**config.mk**
```make
export PLATFORM = sky130hd
export DESIGN_NAME = stride_agen
export DESIGN_NICKNAME = d
export VERILOG_FILES = /design/src/rtl/stride_agen_pkg.sv /design/src/rtl/agen_decode.sv /design/src/rtl/agen_step.sv /design/src/rtl/stride_agen.sv
export SDC_FILE = /design/constraint.sdc
export NUM_CORES = 1
export LEC_CHECK = 0
export ABC_AREA = 0
export BUFFER_PORTS_ARGS = -buffer_cell sky130_fd_sc_hd__buf_2
export CAP_MARGIN = 0
export CELL_PAD_IN_SITES_DETAIL_PLACEMENT = 1
export CELL_PAD_IN_SITES_GLOBAL_PLACEMENT = 2
export CORE_ASPECT_RATIO = 1.25
export CORE_MARGIN = 2
export CORE_UTILIZATION = 31
export CTS_BUF_LIST = sky130_fd_sc_hd__clkbuf_2 sky130_fd_sc_hd__clkbuf_4 sky130_fd_sc_hd__clkbuf_8
export DETAILED_ROUTE_END_ITERATION = 7
export PLACE_DENSITY_LB_ADDON = 0.08
export REMOVE_ABC_BUFFERS = 1
export SLEW_MARGIN = 30
export SYNTH_ARGS = -nofsm -noshare
export SYNTH_HDL_FRONTEND = slang
export SYNTH_SLANG_ARGS = --single-unit
export TNS_END_PERCENT = 1
```
**constraint.sdc**
```tcl
create_clock -name clk -period 2.2 [get_ports clk]
set_input_delay 0.22 -clock clk [delete_from_list [all_inputs] [get_ports clk]]
set_output_delay 0.22 -clock clk [all_outputs]
set_load 0.005 [all_outputs]
```
**src/rtl/stride_agen_pkg.sv**
```systemverilog
package stride_agen_pkg;

    typedef enum logic [1:0] {
        MODE_IDLE = 2'd0,
        MODE_RD   = 2'd1,
        MODE_WR   = 2'd2,
        MODE_SWAP = 2'd3
    } agen_mode_e;

    localparam logic [3:0] KIND_OUT     = 4'd1;
    localparam logic [3:0] KIND_IN      = 4'd2;
    localparam logic [3:0] KIND_SAVE    = 4'd5;
    localparam logic [3:0] KIND_SWAP    = 4'd6;
    localparam logic [3:0] KIND_RELOAD  = 4'd7;

    localparam int SAVE_BUS   = 0;
    localparam int RELOAD_BUS = 1;

endpackage

```
**src/rtl/agen_decode.sv**
```systemverilog
module agen_decode
    import stride_agen_pkg::*;
#(
    parameter int TYPE_W = 4,
    parameter int BUS_ID = 0
) (
    input  logic [TYPE_W-1:0] code,
    output agen_mode_e        mode
);
    localparam bit ON_SAVE_BUS   = (BUS_ID == SAVE_BUS);
    localparam bit ON_RELOAD_BUS = (BUS_ID == RELOAD_BUS);

    logic [3:0] code4;

    always_comb begin
        code4 = 4'(code);
        if (TYPE_W > 4 && (code >> 4) != '0) begin
            code4 = 4'd0;
        end
    end

    always_comb begin
        case (code4)
            KIND_OUT:    mode = MODE_WR;
            KIND_IN:     mode = MODE_RD;
            KIND_SAVE:   mode = ON_SAVE_BUS   ? MODE_WR   : MODE_IDLE;
            KIND_SWAP:   mode = ON_RELOAD_BUS ? MODE_SWAP : MODE_IDLE;
            KIND_RELOAD: mode = ON_RELOAD_BUS ? MODE_RD   : MODE_IDLE;
            default:     mode = MODE_IDLE;
        endcase
    end
endmodule

```
**src/rtl/agen_step.sv**
```systemverilog
module agen_step #(
    parameter int ADDR_W = 8
) (
    input  logic [ADDR_W-1:0] cur,
    input  logic [ADDR_W-1:0] stride,
    input  logic              up,
    output logic [ADDR_W-1:0] nxt
);
    always_comb begin
        if (up) begin
            nxt = cur + stride;
        end else begin
            nxt = cur - stride;
        end
    end
endmodule

```
**src/rtl/stride_agen.sv**
```systemverilog
module stride_agen
    import stride_agen_pkg::*;
#(
    parameter int ADDR_W = 8,
    parameter int PER_W  = 4,
    parameter int TYPE_W = 4,
    parameter int BUS_ID = 0
) (
    input  logic              clk,
    input  logic              rst_n,
    input  logic              cfg_load,
    input  logic [TYPE_W-1:0] cfg_type,
    input  logic [ADDR_W-1:0] cfg_init,
    input  logic [ADDR_W-1:0] cfg_stride,
    input  logic              cfg_dir,
    input  logic [PER_W-1:0]  cfg_period,
    input  logic              xfer_done,
    output logic [ADDR_W-1:0] addr,
    output logic              rd_req,
    output logic              wr_req,
    output logic              iter_done
);
    localparam int CNT_W = PER_W + 1;

    typedef struct packed {
        logic [ADDR_W-1:0] addr;
        logic [ADDR_W-1:0] stride;
        logic              up;
        logic [PER_W-1:0]  period;
        agen_mode_e        mode;
        logic              wr_phase;
        logic [PER_W-1:0]  cnt;
        logic              iter;
    } agen_state_t;

    agen_state_t s_d, s_q;
    agen_mode_e  load_mode;
    logic [ADDR_W-1:0] step_addr;
    logic [CNT_W-1:0]  cnt_inc;
    logic              take_step;

    agen_decode #(.TYPE_W(TYPE_W), .BUS_ID(BUS_ID)) u_decode (
        .code (cfg_type),
        .mode (load_mode)
    );

    agen_step #(.ADDR_W(ADDR_W)) u_step (
        .cur    (s_q.addr),
        .stride (s_q.stride),
        .up     (s_q.up),
        .nxt    (step_addr)
    );

    always_comb begin
        s_d       = s_q;
        s_d.iter  = 1'b0;
        cnt_inc   = CNT_W'(s_q.cnt) + CNT_W'(1);
        take_step = 1'b0;
        if (cfg_load) begin
            s_d.addr     = cfg_init;
            s_d.stride   = cfg_stride;
            s_d.up       = cfg_dir;
            s_d.period   = cfg_period;
            s_d.mode     = load_mode;
            s_d.wr_phase = 1'b0;
            s_d.cnt      = '0;
        end else if (xfer_done) begin
            case (s_q.mode)
                MODE_IDLE: take_step = 1'b0;
                MODE_SWAP: begin
                    if (!s_q.wr_phase) begin
                        s_d.wr_phase = 1'b1;
                    end else begin
                        take_step = 1'b1;
                    end
                end
                default:   take_step = 1'b1;
            endcase
            if (take_step) begin
                s_d.addr     = step_addr;
                s_d.wr_phase = 1'b0;
                if (cnt_inc >= CNT_W'(s_q.period)) begin
                    s_d.cnt  = '0;
                    s_d.iter = 1'b1;
                end else begin
                    s_d.cnt  = cnt_inc[PER_W-1:0];
                end
            end
        end
    end

    always_ff @(posedge clk or negedge rst_n) begin
        if (!rst_n) begin
            s_q <= '{addr: '0, stride: '0, up: 1'b0, period: '0,
                     mode: MODE_IDLE, wr_phase: 1'b0, cnt: '0, iter: 1'b0};
        end else begin
            s_q <= s_d;
        end
    end

    assign addr      = s_q.addr;
    assign iter_done = s_q.iter;
    assign rd_req    = (s_q.mode == MODE_RD) || (s_q.mode == MODE_SWAP && !s_q.wr_phase);
    assign wr_req    = (s_q.mode == MODE_WR) || (s_q.mode == MODE_SWAP &&  s_q.wr_phase);

endmodule

```
==> results.json, run 1 <==
{
  "status": "finished, violations left",
  "violations": "negative hold slack",
  "p_comb_frac": 0.294,
  "use_met1": 0.173,
  "async_flop_share": 1.00,
  "internal_power_w": 0.00108,
  "cp_max_fo": 3,
  "yosys_warnings": 0,
  "insertion_delay_ns": 0.29,
  "grt_max_degree": 30,
  "dieWidth_um": 72.8,
  "vias": 1524,
  "synth_edf_count": 0,
  "core_um2": 5740,
  "portBuffers": 39,
  "finalCritPeriodShare": 0.978,
  "finalClockSkew_ns": 0.00683,
  "worstPathArrival_ns": 2.33,
  "initial_utilization": 0.319,
  "worst_hold_slack_ns": -0.0160,
  "slew_headroom": 0.532,
  "crit_path_start_kind": "flip-flop",
  "yosysSeqAreaShare": 0.396,
  "grt_overflow": 0,
  "die_y_um": 90.0,
  "gp_congestion": 0.732,
  "multi_input_area_um2": 1010,
  "htree_levels": 2,
  "synth_ff_type": "dfrtp_1",
  "seqCellArea_um2": 726,
  "seqPwrFrac": 0.389,
  "synth.avg_cell_area_um2": 9.26,
  "rows": 31,
  "gr-usage-all-layers": 0.148,
  "clockRootBuffer": "clkbuf_8",
  "die-area_um2": 6550,
  "swShare": 0.315,
  "grt_pass1_wl_um": 7630,
  "first_pass_iters": 4,
  "drt-vias-per-instance": 5.01,
  "p_leak_nw": 1.09,
  "area_growth_pct": 21.0,
  "drc": 0,
  "clk_pin_slew_worst_paths_ns": 0.06,
  "syn_inst": 198,
  "tightest_slew_ns": 0.702,
  "peakVddDrop_uv": 269,
  "fmax_mhz": 465,
  "grt_setup_unrepaired": "true",
  "totalWireLength_um": 4520,
  "fin_cells": 304,
  "switchingPower_w": 0.000498,
  "drv_cap": 0,
  "synth_cell_types": 38,
  "grt_pass1_vias": 1665,
  "layout_commonest_cell": "buf_2",
  "syn_area_um2": 1830,
  "grt_use_met2": 0.261,
  "hpwl_um": 3540,
  "slew_viol_final": 0,
  "wl_per_cell_um": 14.9,
  "end_kind": "flip-flop",
  "setup_slack_ns": 0.0476,
  "cts_tree": "done",
  "final_cell_mix": "buf_2, dfrtp_1, nand2_1, o21ai_0",
  "drtAntennaViolNets": 0,
  "clockBufferDepth": 2,
  "critPathKind": "flip-flop to flip-flop",
  "grt_busiest_layer": "met2",
  "power_frac_clock": 0.316,
  "use_met3": 0.0280,
  "diodes": 0,
  "final_net_count": 281,
  "io_pins": 40,
  "hold_viol_final": 29,
  "numCtsBuffers": 5,
  "ys_seq_elements": 29,
  "powerDensity_nw_per_um2": 713,
  "antenna_found_initial": 0,
  "post-route-min-period_ns": 2.15,
  "drtIter0Drc": 34,
  "fillerInstances": 694,
  "place_ws_ns": -0.111,
  "drive_above_1_share": 0.298,
  "place_inst": 295,
  "clock_sinks": 29,
  "hold_class": "input port to async pin",
  "hold_buffers": 0,
  "worstPathRequired_ns": 2.37,
  "setup_viol": 0
}
[cells in the mapped netlist, types with 2 or more instances]
library cell / n / area [um2]
nor3_1: 2 / 10.0
a21o_1: 4 / 30.0
nor2_1: 10 / 37.5
buf_4: 9 / 67.6
xnor2_1: 7 / 61.3
clkbuf_1: 3 / 11.3
and3_1: 3 / 18.8
nand2_1: 20 / 75.1
xor2_1: 6 / 52.6
ha_1: 14 / 175
mux2_2: 6 / 67.6
o21a_1: 2 / 15.0
nand3_1: 7 / 35.0
nor4b_1: 3 / 26.3
mux2i_1: 3 / 30.0
inv_1: 13 / 48.8
a21oi_1: 13 / 65.1
a31oi_1: 4 / 25.0
dfrtp_1: 29 / 726
o21ai_0: 19 / 95.1
a21boi_0: 2 / 15.0
o21ai_1: 3 / 15.0
[power groups by stage]
| stage | Combinational (W) | Sequential (W) | Clock [W] |
|---|---|---|---|
| global placement | 0.000432 | 0.000622 | 0 |
| detailed placement | 0.000443 | 0.000625 | 0 |
| CTS | 0.000459 | 0.000616 | 0.000516 |
| global route | 0.000538 | 0.000624 | 0.000533 |
| floorplan | 0.000283 | 0.000619 | 0 |
| finish | 0.000466 | 0.000616 | 0.000500 |
[state kept, by name, indices dropped and copies added, names as in the netlist]
| name | count |
|---|---|
| iter_done | 1 |
| s_q | 20 |
| addr | 8 |
[area by class of cell]
type	count	share of cell area
sequential	29	0.327
clock inverter	1	0.00226
timing repair buffer	46	0.112
clock buffer	7	0.0434
multi-input combinational	142	0.456
tap	66	0.0372
inverter	13	0.0220
[critical path: stages (launching register included)]
cell and delay (ns):
dfrtp_1 0.38, inv_1 0.11, ha_4 0.20, mux2_2 0.29, fa_2 0.37, a21o_1 0.17
a21oi_1 0.16, xor2_1 0.15, o21ai_0 0.09, o21a_1 0.13
[stage by stage]
step                TNS, ns  total power (W)  hold slack (ns)   util  instance area [um2]
finish                    0          0.00158          -0.0160  0.386                 2220
global route         -0.276          0.00169           0.0407  0.386                 2220
CTS                       0          0.00159          0.00573  0.381                 2180
detailed placement   -0.209          0.00107            0.316  0.360                 2070
global placement    -0.0205          0.00105            0.304  0.360                 2070
floorplan                 0         0.000902          -0.0756      -                 1750
[logic make-up (layout without fill, tap and decap cells)]
group	count (synthesis)	count (layout)	share of synthesized area
buffers and inverters	27	67	0.0744
muxes	9	9	0.0532
and+or+nand+nor	53	53	0.145
AOI/OAI and AO/OA	52	52	0.163
DFF	29	29	0.396
adders and majority gates	15	15	0.106
xor gates and xnor gates	13	13	0.0621
[routing by layer]
metal  wire length (um)  vias up  share of wire
met5                  0        -              0
li1                   -      753              -
met2               2480       24           0.55
met4                 81        0          0.018
met3                134        8          0.030
met1               1830      739           0.40
[path summary, 6_finish.rpt]
kind | slack, ns | to | cells after the start | start
setup / recovery | 0.05 | addr[4]$_DFFE_PN0P_ | 9 | s_q[13]$_DFFE_PN0P_
hold / removal | -0.02 | s_q[5]$_DFFE_PN0P_ | 1 | rst_n
setup reg to reg | 0.05 | addr[4]$_DFFE_PN0P_ | 9 | s_q[13]$_DFFE_PN0P_
hold reg to reg | 0.52 | s_q[8]$_DFFE_PN0P_ | 1 | s_q[8]$_DFFE_PN0P_
max in group asynchronous | 1.77 | s_q[18]$_DFFE_PN0P_ | 1 | rst_n
min in group clk | 0.12 | s_q[6]$_DFFE_PN0P_ | 2 | cfg_type[0]
[timing repair]
action,CTS,global route
endpoints found under the setup margin,3,5
buffers inserted,1,0
gates resized for setup,2,9
pin swaps,3,6
endpoints found under the hold margin,0,0
Note: power is estimated with default switching activity, not from simulation.
==> run 2: changes to the inputs <==
--- a/config.mk
+++ b/config.mk
@@ -5,14 +5,14 @@
 export SDC_FILE = /design/constraint.sdc
 export NUM_CORES = 1
 export LEC_CHECK = 0
-export ABC_AREA = 0
+export ABC_AREA = 1
 export BUFFER_PORTS_ARGS = -buffer_cell sky130_fd_sc_hd__buf_2
 export CAP_MARGIN = 0
 export CELL_PAD_IN_SITES_DETAIL_PLACEMENT = 1
 export CELL_PAD_IN_SITES_GLOBAL_PLACEMENT = 2
 export CORE_ASPECT_RATIO = 1.25
-export CORE_MARGIN = 2
-export CORE_UTILIZATION = 31
+export CORE_MARGIN = 3
+export CORE_UTILIZATION = 29
 export CTS_BUF_LIST = sky130_fd_sc_hd__clkbuf_2 sky130_fd_sc_hd__clkbuf_4 sky130_fd_sc_hd__clkbuf_8
 export DETAILED_ROUTE_END_ITERATION = 7
 export PLACE_DENSITY_LB_ADDON = 0.08
==> results.json, run 2 <==
{
  "status": "finished, violations left",
  "violations": "negative hold slack",
  "final_cell_mix": "nand2_1, buf_2, dfrtp_1, inv_1",
  "worstPathCellList": "inv_2, ha_4, inv_2, nor2_4, a21oi_2, xor2_1, ha_1, nand2_1, or2_1, nand3_2, nand2_1, nand3_1, nand2_1",
  "grt_max_degree": 30,
  "htree_levels": 2,
  "tightest_slew_ns": 0.721,
  "cp_slowest_stage_delay_ns": 0.39,
  "hold_buffers": 0,
  "synth_cell_types": 30,
  "synth_area_leaders": "dfrtp_1, nand2_1, ha_1",
  "hpwl_um": 3730,
  "wl_per_cell_um": 12.8,
  "worstPathArrival_ns": 2.21,
  "insertion_delay_ns": 0.28,
  "slew_viol_final": 0,
  "grt_busiest_layer": "met2",
  "drtAntennaViolNets": 0,
  "yosysMostFrequentCell": "nand2_1",
  "synth.avg_cell_area_um2": 7.68,
  "place_ws_ns": 0.0649,
  "grt_overflow": 0,
  "grt_pass1_vias": 1877,
  "synth_edf_count": 0,
  "layout_commonest_cell": "nand2_1",
  "drv_cap": 0,
  "syn_inst": 252,
  "yosysSeqAreaShare": 0.375,
  "synth_common_cells": "nand2_1, inv_1, dfrtp_1",
  "multi_input_area_um2": 1040,
  "fin_cells": 380,
  "clockBufferDepth": 2,
  "worstPathBufferInverterCount": 2,
  "ys_seq_elements": 29,
  "syn_area_um2": 1940,
  "drtIter0Drc": 31,
  "use_met1": 0.164,
  "setup_slack_ns": 0.167,
  "finalSetupTns_ns": 0,
  "initial_utilization": 0.306,
  "async_flop_share": 1.00,
  "grt_use_met2": 0.254,
  "drt-vias-per-instance": 4.51,
  "dieWidth_um": 79.1,
  "core_um2": 6330,
  "worst_hold_slack_ns": -0.00830,
  "top_register": "s_q",
  "crit_family": "simple AND/OR/NAND/NOR gates",
  "worstPathRequired_ns": 2.37,
  "clockRootBuffer": "clkbuf_8",
  "peakVddDrop_uv": 309,
  "largest_reg_flops": 20,
  "slew_headroom": 0.520,
  "yosys.area.top_type": "dfrtp_1",
  "gp_congestion": 0.767,
  "place_inst": 366,
  "fillerInstances": 826,
  "numCtsBuffers": 5,
  "diodes": 0,
  "drive_above_1_share": 0.271,
  "use_met3": 0.0260,
  "clk_pin_slew_worst_paths_ns": 0.07,
  "first_pass_iters": 4,
  "cts_tree": "done",
  "hold_viol_final": 29,
  "grt_pass1_wl_um": 8510,
  "gr-usage-all-layers": 0.140,
  "crit_slowest_cell": "dfrtp_1",
  "powerDensity_nw_per_um2": 775,
  "vias": 1712,
  "seqCellArea_um2": 726,
  "fmax_mhz": 492,
  "antenna_found_initial": 0,
  "yosys_warnings": 0,
  "clock_sinks": 29,
  "critPathKind": "flip-flop to flip-flop",
  "p_leak_nw": 1.29,
  "finalClockSkew_ns": 0.00574,
  "post-route-min-period_ns": 2.03,
  "hold_class": "input port to async pin",
  "cp_max_fo": 4,
  "die_y_um": 97.3,
  "rows": 32,
  "drc": 0,
  "synth_top_area_frac": 0.375,
  "finalCritPeriodShare": 0.924,
  "totalWireLength_um": 4880,
  "setup_viol": 0,
  "portBuffers": 39,
  "area_growth_pct": 23.6,
  "end_kind": "flip-flop",
  "finalPower_w": 0.00185,
  "final_net_count": 338,
  "die-area_um2": 7700,
  "synth_ff_type": "dfrtp_1",
  "io_pins": 40,
  "crit_top_cell": "nand2_1",
  "crit_path_start_kind": "flip-flop"
}
-- run 2: cell count changes in the layout (fill, tap and decap cells not counted), sizes merged, moves of 4 or more --
cell and delta:
o21ai -4, nand3 +10, a21oi -5, inv +19, nand4 +4, nand2 +65, xnor2 -5, mux2 -6
a21o -4
-- run 2: kinds of logic after synthesis --
group                    after synthesis  synth area share
AO/OA/AOI/OAI                         31            0.0905
buffers and inverters                 45             0.112
adder cells (fa/ha/maj)               15             0.101
XOR/XNOR                              10            0.0453
AND/OR/NAND/NOR                      122             0.277
flip-flops                            29             0.375
-- run 2: worst paths after layout --
kind	slack, ns	cells past startpoint	startpoint	to
setup / recovery	0.17	13	s_q[13]$_DFFE_PN0P_	addr[6]$_DFFE_PN0P_
hold / removal	-0.008	1	rst_n	addr[2]$_DFFE_PN0P_
setup reg to reg	0.17	13	s_q[13]$_DFFE_PN0P_	addr[6]$_DFFE_PN0P_
hold reg to reg	0.51	2	s_q[20]$_DFFE_PN0P_	s_q[20]$_DFFE_PN0P_
max in group asynchronous	1.75	1	rst_n	addr[3]$_DFFE_PN0P_
min in group clk	0.13	3	cfg_period[0]	s_q[8]$_DFFE_PN0P_
-- run 2: area by class of cell --
cell class / count / share of cell area
Clock buffer: 5 / 0.0288
Sequential cell: 29 / 0.303
Inverter: 32 / 0.0513
Tap cell: 85 / 0.0445
Clock inverter: 3 / 0.0272
Multi-Input combinational cell: 178 / 0.435
Timing Repair Buffer: 48 / 0.110
-- run 2: stage by stage --
stage / hold WS (ns) / area, um2 / utilization
6_report: -0.00830 / 2390 / 0.378
5_1_grt: 0.0353 / 2390 / 0.378
4_1_cts: 0.0170 / 2300 / 0.364
3_5_place_dp: 0.330 / 2170 / 0.342
3_3_place_gp: 0.324 / 2170 / 0.342
2_1_floorplan: -0.0756 / 1840 / -
-- run 2: routing by layer --
metal,vias to the layer above,part of all wire
met2,24,0.52
li1,879,-
met5,-,0
met4,0,0.014
met3,7,0.027
met1,802,0.44
-- run 2: timing repair --
item | in CTS | in global routing
buffers inserted | 0 | 6
gates resized for setup | 0 | 16
endpoints found under the setup margin | 0 | 4
-- run 2: where the power goes --
group	total (W)	leakage [nW]	switching (W)	internal [W]
Clock	0.000677	0.0681	0.000227	0.000450
Sequential	0.000627	0.364	0.0000450	0.000582
Combinational	0.000551	0.854	0.000319	0.000232
Total	0.00185	1.29	0.000591	0.00126
==> run 3: changes to the inputs <==
==> constraint.sdc (replaced) <==
create_clock -name clk -period 1.6 [get_ports clk]
set_input_delay 0.16 -clock clk [delete_from_list [all_inputs] [get_ports clk]]
set_output_delay 0.16 -clock clk [all_outputs]
set_load 0.005 [all_outputs]
==> results.json, run 3 (synthesis results as in run 2) <==
{
  "drv_cap": 0,
  "worstPathArrival_ns": 2.20,
  "first_pass_iters": 3,
  "drive_above_1_share": 0.354,
  "drtAntennaViolNets": 0,
  "hpwl_um": 4000,
  "io_pins": 40,
  "totalWireLength_um": 5180,
  "hold_viol_final": 0,
  "powerDensity_nw_per_um2": 957,
  "drt-vias-per-instance": 4.56,
  "diodes": 0,
  "final_cell_mix": "nand2_1, buf_2, buf_4, dfrtp_1, inv_1",
  "layout_commonest_cell": "nand2_1",
  "vias": 1841,
  "end_kind": "flip-flop",
  "initial_utilization": 0.306,
  "rows": 32,
  "switchingPower_w": 0.000855,
  "grt_pass1_vias": 2010,
  "clk_pin_slew_worst_paths_ns": 0.07,
  "antenna_found_initial": 0,
  "finalPower_w": 0.00249,
  "clockBufferDepth": 2,
  "hold_class": "input port to flip-flop",
  "drtIter0Drc": 35,
  "worstPathCellList": "inv_2, ha_4, inv_2, nor2_4, buf_4, o22ai_1, ha_1, buf_4, nand3_1, nand2_1, xor2_2, nand2_1, nand3_1",
  "gr-usage-all-layers": 0.150,
  "core_um2": 6330,
  "cp_slowest_stage_delay_ns": 0.39,
  "post-route-min-period_ns": 2.03,
  "area_growth_pct": 34.3,
  "die-area_um2": 7700,
  "p_leak_nw": 1.39,
  "seqPwrFrac": 0.345,
  "crit_path_start_kind": "flip-flop",
  "clockRootBuffer": "clkbuf_8",
  "finalClockSkew_ns": 0.00485,
  "numCtsBuffers": 5,
  "drc": 0,
  "place_ws_ns": -0.537,
  "htree_levels": 2,
  "worstPathRequired_ns": 1.77,
  "dieWidth_um": 79.1,
  "setup_slack_ns": -0.429,
  "critPathKind": "flip-flop to flip-flop",
  "portBuffers": 39,
  "clock_sinks": 29,
  "grt_pass1_wl_um": 9090,
  "violations": "negative setup slack",
  "crit_slowest_cell": "dfrtp_1",
  "die_y_um": 97.3,
  "status": "finished, violations left",
  "gp_congestion": 0.786,
  "grt_max_degree": 30,
  "wl_per_cell_um": 12.8,
  "worst_hold_slack_ns": 0.0780,
  "largest_reg_flops": 20,
  "final_net_count": 362,
  "fmax_mhz": 493,
  "cts_tree": "done",
  "swShare": 0.344,
  "grt_overflow": 0,
  "insertion_delay_ns": 0.29,
  "slew_viol_final": 0,
  "top_register": "s_q",
  "tightest_slew_ns": 0.683,
  "peakVddDrop_uv": 478,
  "slew_headroom": 0.545,
  "setup_viol": 11,
  "internal_power_w": 0.00163,
  "cp_max_fo": 4,
  "p_comb_frac": 0.375,
  "power_frac_clock": 0.280,
  "crit_family": "adder cells",
  "finalCritPeriodShare": 1.27,
  "grt_setup_unrepaired": "true",
  "worstPathBufferInverterCount": 4
}
-- run 3: per-stage QoR --
stage,instance area (um2),cells,utilization,setup TNS (ns)
2_1_floorplan,1840,239,-,-1.67
3_3_place_gp,2350,390,0.371,-3.16
3_5_place_dp,2350,390,0.371,-3.63
4_1_cts,2510,400,0.396,-2.54
5_1_grt,2600,404,0.411,-4.42
6_report,2600,404,0.411,-2.56
-- run 3: worst register-to-register path, delay by kind of cell, from the launching register on --
kind | cells | cell delay [ns]
AND/OR/NAND/NOR | 5 | 0.40
buffers and inverters | 4 | 0.41
flip-flops | 1 | 0.39
AO/OA/AOI/OAI | 1 | 0.08
XOR/XNOR | 1 | 0.16
adder cells (fa/ha/maj) | 2 | 0.50
-- run 3: per-layer routing --
layer	up-vias	global-route usage	wire length [um]
li1	925	-	-
met1	880	0.162	2050
met2	28	0.278	2850
met3	8	0.0315	183
met4	0	0.0608	104
met5	-	0	0
-- run 3: path summary, 6_finish.rpt --
path,startpoint,endpoint,slack [ns],cells after the start
max,s_q[13]$_DFFE_PN0P_,addr[4]$_DFFE_PN0P_,-0.43,13
min,cfg_stride[4],s_q[17]$_DFFE_PN0P_,0.08,3
max reg2reg,s_q[13]$_DFFE_PN0P_,addr[4]$_DFFE_PN0P_,-0.43,13
min reg2reg,s_q[20]$_DFFE_PN0P_,s_q[20]$_DFFE_PN0P_,0.51,2
max in group asynchronous,rst_n,s_q[20]$_DFFE_PN0P_,0.70,2
min in group asynchronous,rst_n,addr[4]$_DFFE_PN0P_,0.45,2
-- run 3: area by class of cell --
| class | instances | area [um2] |
|---|---|---|
| Multi-Input combinational cell | 178 | 1090 |
| Inverter | 32 | 123 |
| Timing Repair Buffer | 72 | 449 |
| Clock buffer | 7 | 96.3 |
| Clock inverter | 1 | 5.00 |
| Fill cell | 814 | 3730 |
| Sequential cell | 29 | 726 |
| Tap cell | 85 | 106 |
-- run 3: timing repair --
item,4_1_cts,5_1_grt
hold buffers,1,0
buffers inserted,1,4
hold endpoints to repair,29,0
gates resized for setup,13,15
endpoints found under the setup margin,12,12
cloned,0,0
pin swaps,13,15
-- run 3: power by group through the flow --
stage | combinational, W | sequential, W | clock [W]
after CTS | 0.000872 | 0.000861 | 0.000717
final | 0.000935 | 0.000859 | 0.000696
after global routing | 0.00108 | 0.000871 | 0.000745
after floorplan | 0.000465 | 0.000862 | 0
after detailed placement | 0.000828 | 0.000873 | 0
after global placement | 0.000818 | 0.000871 | 0
